## config.mk

```make
export PLATFORM = sky130hd
export DESIGN_NAME = ecc_err_log
export DESIGN_NICKNAME = d
export VERILOG_FILES = /design/src/rtl/ecclog_pkg.sv /design/src/rtl/ecclog_class_fsm.sv /design/src/rtl/ecc_err_log.sv
export SDC_FILE = /design/constraint.sdc
export NUM_CORES = 1
export LEC_CHECK = 0
export BUFFER_PORTS_ARGS = -buffer_cell sky130_fd_sc_hd__clkbuf_2
export CAP_MARGIN = 5
export CORE_MARGIN = 2
export CORE_UTILIZATION = 45
export DETAILED_ROUTE_END_ITERATION = 10
export GPL_ROUTABILITY_DRIVEN = 0
export PLACE_DENSITY = 0.88
export SLEW_MARGIN = 20
export SYNTH_ARGS = -nofsm -noshare
export SYNTH_HDL_FRONTEND = slang
export SYNTH_HIERARCHICAL = 1
export SYNTH_SLANG_ARGS = --single-unit
```

## constraint.sdc

```tcl
create_clock -name clk -period 5.55 [get_ports clk]
set_clock_uncertainty 0.15 [all_clocks]
set_input_delay 0.8325 -clock clk [delete_from_list [all_inputs] [get_ports clk]]
set_output_delay 0.8325 -clock clk [all_outputs]
set_load 0.05 [all_outputs]
```

## src/rtl/ecclog_pkg.sv

```systemverilog
package ecclog_pkg;
    typedef enum logic [1:0] {
        MODE_NONE    = 2'b00,
        MODE_DETECT  = 2'b01,
        MODE_CORRECT = 2'b10,
        MODE_SCRUB   = 2'b11
    } integ_mode_t;

    typedef enum logic {
        ST_CLEAR  = 1'b0,
        ST_LOGGED = 1'b1
    } class_state_t;

    localparam logic [1:0] SEL_PAGE   = 2'd0;
    localparam logic [1:0] SEL_STATUS = 2'd1;
    localparam logic [1:0] SEL_CMD    = 2'd2;
endpackage

```

## src/rtl/ecclog_class_fsm.sv

```systemverilog
module ecclog_class_fsm
    import ecclog_pkg::*;
(
    input  logic clk,
    input  logic rst_n,
    input  logic log_en,
    input  logic strobe,
    input  logic clear,
    output logic logged,
    output logic accept
);
    class_state_t state_q, state_d;

    always_comb begin
        accept  = strobe && log_en && ((state_q == ST_CLEAR) || clear);
        state_d = state_q;
        unique case (state_q)
            ST_CLEAR:  if (accept) state_d = ST_LOGGED;
            ST_LOGGED: if (clear && !accept) state_d = ST_CLEAR;
        endcase
    end

    always_ff @(posedge clk) begin
        if (!rst_n) state_q <= ST_CLEAR;
        else        state_q <= state_d;
    end

    assign logged = (state_q == ST_LOGGED);

    // a held flag stays held unless cleared
    p_flag_sticky_r5: assert property (@(posedge clk) disable iff (!rst_n)
        (logged && !clear) |=> logged);
    // a clear with no new error empties the flag
    p_clear_works_r4: assert property (@(posedge clk) disable iff (!rst_n)
        (clear && !strobe) |=> !logged);
    // without logging enabled no flag can rise
    p_no_log_r7: assert property (@(posedge clk) disable iff (!rst_n)
        (!log_en && !logged) |=> !logged);
endmodule

```

## src/rtl/ecc_err_log.sv

```systemverilog
module ecc_err_log
    import ecclog_pkg::*;
#(
    parameter int ADDR_W     = 32,
    parameter int PAGE_SHIFT = 12,
    parameter int ROW_W      = 3
) (
    input  logic              clk,
    input  logic              rst_n,
    input  logic              sbe_strobe,
    input  logic              mbe_strobe,
    input  logic [ADDR_W-1:0] err_addr,
    input  logic [ROW_W-1:0]  sbe_row,
    input  logic [ROW_W-1:0]  mbe_row,
    input  logic [1:0]        reg_sel,
    input  logic              reg_wr,
    input  logic [ADDR_W-1:0] reg_wdata,
    output logic [ADDR_W-1:0] reg_rdata,
    output logic              sys_err
);
    localparam int PAGE_W     = ADDR_W - PAGE_SHIFT;
    localparam int ST_SF_BIT  = 0;
    localparam int ST_MF_BIT  = ROW_W + 1;
    localparam int STAT_W     = 2 * ROW_W + 2;
    localparam int CMD_W      = 4;

    logic [PAGE_W-1:0] page_q;
    logic [ROW_W-1:0]  srow_q, mrow_q;
    logic              en_sbe_q, en_mbe_q;
    integ_mode_t       mode_q;

    logic log_en, wr_page, wr_stat, wr_cmd;
    logic sbe_clr, mbe_clr;
    logic sbe_logged, mbe_logged, sbe_acc, mbe_acc;
    logic mbe_kept, sbe_takes_page;

    assign log_en  = (mode_q != MODE_NONE);
    assign wr_page = reg_wr && (reg_sel == SEL_PAGE);
    assign wr_stat = reg_wr && (reg_sel == SEL_STATUS);
    assign wr_cmd  = reg_wr && (reg_sel == SEL_CMD);
    assign sbe_clr = (wr_page && reg_wdata[0]) || (wr_stat && reg_wdata[ST_SF_BIT]);
    assign mbe_clr = (wr_page && reg_wdata[1]) || (wr_stat && reg_wdata[ST_MF_BIT]);

    ecclog_class_fsm u_sbe_fsm (
        .clk(clk), .rst_n(rst_n), .log_en(log_en), .strobe(sbe_strobe),
        .clear(sbe_clr), .logged(sbe_logged), .accept(sbe_acc)
    );
    ecclog_class_fsm u_mbe_fsm (
        .clk(clk), .rst_n(rst_n), .log_en(log_en), .strobe(mbe_strobe),
        .clear(mbe_clr), .logged(mbe_logged), .accept(mbe_acc)
    );

    assign mbe_kept       = mbe_logged && !mbe_clr;
    assign sbe_takes_page = sbe_acc && !mbe_acc && !mbe_kept;

    always_ff @(posedge clk) begin
        if (!rst_n) begin
            page_q   <= '0;
            srow_q   <= '0;
            mrow_q   <= '0;
            en_sbe_q <= 1'b0;
            en_mbe_q <= 1'b0;
            mode_q   <= MODE_NONE;
        end else begin
            if (mbe_acc)             page_q <= err_addr[ADDR_W-1:PAGE_SHIFT];
            else if (sbe_takes_page) page_q <= err_addr[ADDR_W-1:PAGE_SHIFT];
            if (sbe_acc) srow_q <= sbe_row;
            if (mbe_acc) mrow_q <= mbe_row;
            if (wr_cmd) begin
                en_sbe_q <= reg_wdata[0];
                en_mbe_q <= reg_wdata[1];
                mode_q   <= integ_mode_t'(reg_wdata[3:2]);
            end
        end
    end

    always_comb begin
        reg_rdata = '0;
        unique case (reg_sel)
            SEL_PAGE:   reg_rdata = {page_q, {(PAGE_SHIFT-2){1'b0}}, mbe_logged, sbe_logged};
            SEL_STATUS: reg_rdata = {{(ADDR_W-STAT_W){1'b0}}, mrow_q, mbe_logged, srow_q, sbe_logged};
            SEL_CMD:    reg_rdata = {{(ADDR_W-CMD_W){1'b0}}, mode_q, en_mbe_q, en_sbe_q};
            default:    reg_rdata = '0;
        endcase
    end

    assign sys_err = (sbe_logged && en_sbe_q) || (mbe_logged && en_mbe_q);

    // page frozen while the multi-bit flag is held
    p_page_hold_r5: assert property (@(posedge clk) disable iff (!rst_n)
        (mbe_logged && !mbe_clr) |=> $stable(page_q));
    // single-bit row frozen while its flag is held
    p_srow_hold_r5: assert property (@(posedge clk) disable iff (!rst_n)
        (sbe_logged && !sbe_clr) |=> $stable(srow_q));
    // system error only with a flag set
    p_serr_needs_flag_r8: assert property (@(posedge clk) disable iff (!rst_n)
        sys_err |-> (sbe_logged || mbe_logged));
    // mode none never raises a flag
    p_mode_none_ignored_r7: assert property (@(posedge clk) disable iff (!rst_n)
        (mode_q == MODE_NONE && !mbe_logged) |=> !mbe_logged);
endmodule

```

# Word-level counts from Yosys, hierarchy flattened
# Cells that the tools add are included.
# classes
n_eq_ne,2
mux,9
bitwise,2
n_reduce_logical,30
# op_table
cell,n
case mux 32 bit (3 select lines),1
two-way mux 20 bit,2
logical AND 1 bit,18
logical OR 1 bit,5
logical NOT 1 bit,4
two-way mux 1 bit,4
case mux 1 bit (2 select lines),2
nonzero test 2 bit,2
equality test 2 x 1 -> 1 bit (second input constant),1
equality test 2 bit (second input constant),1
logical NOT 2 bit,1
NOT 1 bit,2
# word_totals
register_bits,32
inputBits,77
output_inout_bits,33
elab_cells,51

# Depth between registers and ports, before layout
# logic_depth
depth_word,11
depth_mapped,9
depth_no_buf,7

# By module
# Netlist, hierarchy kept.
# by_module_without_submodules
mod,n_inst,cells_each,area_per_inst_um2,seq_area_each_um2
ecc_err_log,1,176,1541.5,600.6
ecclog_class_fsm,2,5,55.1,20.0

# Worst setup path after synthesis
# No wires, ideal clock.
# synth_timing
path_type,input to output
startpoint,input port reg_sel[0]
endpoint,output port reg_rdata[1]
t_arrival_ns,2.142
required_time_ns,4.568
setup_slack_ns,2.426
cell_stages,3
n_path_buf,1
cell_sequence,buf_6 -> mux2i_1 -> o21ai_0
# synth_between
elab_chain_len,2
word_cells_on_any_way,4
classes_between,2 x eq/ne; 1 x mux; 1 x reduce/logical
# synth_rtl
item,line_no,rtl
"start, declared",ecc_err_log.sv:15,"input logic [1:0] reg_sel,"
equality test 2 bit (tied with other cells),ecc_err_log.sv:79,unique case (reg_sel)
case mux 32 bit (3 select lines) *,ecc_err_log.sv:79,
"end, declared",ecc_err_log.sv:18,"output logic [ADDR_W-1:0] reg_rdata,"
# Every way passes the cells marked *; elsewhere a longest branch is shown, timed or not.

# Worst setup path after layout
# layout_timing
startpoint,input port reg_sel[1]
endpoint,output port reg_rdata[28]
# Same word-level chain as after synthesis.

==> results by group <==
Status
  – Status: complete, no violations

GRT
  – GRT Overall Usage: 17.1%
  – Pin count of the biggest net entering global routing: 53
  – Vias in the first global route: 1,351
  – Global-route wire length before repair: 5590 um
  – Initial antenna violation count: 0
  – Congestion Overflow GR: 0

Route
  – Detailed Routing Iterations Pass 1: 3
  – Post-route ant nets: 0
  – Via count: 1,397
  – DRC Markers: 0
  – DR vias/cell: 4.77
  – Drt total wl: 3200 um
  – 1st-iter DRT viols: 54
  – WL/cell: 10.9 um

Timing
  – Slew HR: 41.6%
  – Worst-margin pin slew: 876 ps
  – Final slew viol count: 0
  – Min Tclk post-route: 3000 ps
  – Fin crit share: 54.0%
  – Worst Hold Slack: 302 ps
  – Total negative slack: 0 ps
  – Maximum clock frequency: 334 MHz
  – Final hold vios: 0
  – Final setup viols: 0
  – RSZ-0062 raised after global routing: false

Synthesis
  – Ys Warns: 6
  – Yosys cell types: 26
  – Synth Instances: 186
  – Yosys top cell by area: dfxtp_1
  – Post-synth top area share: 38.8%
  – Ranking of synthesized cells by area: dfxtp_1, mux2i_1, nand2_1
  – Seq/Total Area, Yosys: 38.8%
  – FF+latch count, synth: 32
  – Avg Synthesized Cell Area: 8.88 um2
  – Synthesized area: 0.00165 mm2

Clock tree
  – H-tree Lvls: 2
  – CTS Buf Count: 5
  – Clock Latency Late Sink: 270 ps
  – Clk slew on worst S/H paths: 60 ps
  – CTS root buffer: clkbuf_8
  – CTS tree: built
  – Hold_buf cts: 0
  – CTS sink count: 32
  – CTS resizes: 0
  – Post-CTS Setup Inserts: 0
  – Bufs on Longest Clock Path: 2

Job
  – Max-Cap Viols: 0

Floorplanning
  – Die height: 64.6 um
  – Core area: 0.00361 mm2
  – Initial core utilization: 45.8%
  – Die area: 0.00417 mm2
  – Ports: 110
  – Die Width: 64.6 um
  – Rows: 22

Hold path
  – Hold Path Class: flip-flop to flip-flop

Finish
  – Register area: 641 um2
  – Most frequent cells in the layout: clkbuf_2, nand2_1, dfxtp_1, mux2i_1, and2_1
  – Area grow syn2layout: 21.7%
  – Share of layout cells above drive strength 1: 32.2%
  – N_diodes: 0
  – Fillers: 364
  – Final Net Count: 322
  – Commonest non-fill, non-tap cell in the layout: clkbuf_2
  – Multi-input gate area: 890 um2

Pwr
  – Power Dens Cells: 239 mW/mm2
  – Leak: 1.04 nW
  – Max VDD drop: 0.171 mV

Placement
  – Hpwl dp: 2340 um
  – Port bufs: 66

Setup path
  – Setup crit end kind: output pin
  – Startpoint types: primary input
  – Crit path max fanout: 20
  – CP Class: primary input to output pin
  – Worst Path Arrival: 2010 ps
  – Worst endpoint required time: 4570 ps
## Yosys cell counts
cell	n
o221a_4	1
mux2i_1	29
o22ai_1	1
buf_4	5
nand2_1	47
nand3b_1	2
nand2b_1	2
nor2b_4	2
dfxtp_1	32
nor2b_1	9
inv_1	3
a22o_1	3
buf_12	2
nor2_1	1
o21ai_0	1
a21boi_2	2
a21boi_0	3
nor3b_1	1
and3b_1	1
clkbuf_1	8
and2_1	24
or2_2	1
conb_1	1
nand3_1	3
buf_6	1
buf_2	1
## logic make-up after synthesis
family | count (synthesis) | share of synthesized area, %
flops | 32 | 38.8
buf+inv | 20 | 8.18
other cells | 1 | 0.227
simple gates | 93 | 29.0
mux | 29 | 17.6
compound gates | 11 | 6.21
## power breakdown
| group | total, mW | internal, mW | switching, mW |
|---|---|---|---|
| combinational | 0.0761 | 0.0296 | 0.0466 |
| clock | 0.161 | 0.0850 | 0.0756 |
| sequential | 0.244 | 0.240 | 0.00472 |
## registers in the layout, indices dropped and copies added, names as in the netlist
name              count
u_mbe_fsm/logged      1
page_q               20
en_mbe_q              1
en_sbe_q              1
u_sbe_fsm/logged      1
mrow_q                3
srow_q                3
mode_q                2
## layer usage
layer  part of all wire [%]  global-route usage [%]  vias to the layer above  wire (um)
met1                     44                    19.2                      647       1420
met3                    4.3                    2.60                        5        138
li1                       -                       -                      709          -
met5                      0                       0                        -          0
met2                     50                    30.7                       36       1590
met4                    1.7                    9.31                        0         54
## critical path, stage by stage
cell and delay [ps]:
clkbuf_2 160, nor2_2 510, and2_1 220, clkbuf_2 280
## stage by stage
stage	total power [mW]	utilization [%]	worst slack, ps	instances	cell area, um2
after floorplan	0.311	-	2430	189	1660
after global placement	0.324	53.5	2200	286	1930
after detailed placement	0.326	53.5	2190	286	1930
after CTS	0.489	55.7	2180	293	2010
after global routing	0.508	55.7	2420	293	2010
final	0.481	55.7	2550	293	2010
## worst paths after layout
check,endpoint,slack [ps],startpoint,cells after the start
setup / recovery,reg_rdata[28],2550,reg_sel[1],4
hold / removal,page_q[1]$_SDFFE_PN0P_,300,page_q[1]$_SDFFE_PN0P_,2
setup reg to reg,page_q[10]$_SDFFE_PN0P_,3680,mode_q[0]$_SDFFE_PN0P_,6
hold reg to reg,page_q[1]$_SDFFE_PN0P_,300,page_q[1]$_SDFFE_PN0P_,2
## area by class of cell
class | count | area share [%]
flip-flops and latches | 32 | 31.9
well taps | 48 | 2.99
clock inverters | 1 | 0.249
repair buffers | 66 | 16.4
inverters | 3 | 0.560
clock buffers | 6 | 3.61
multi-input cells | 137 | 44.3
Note: power is estimated with default switching activity, not from simulation.
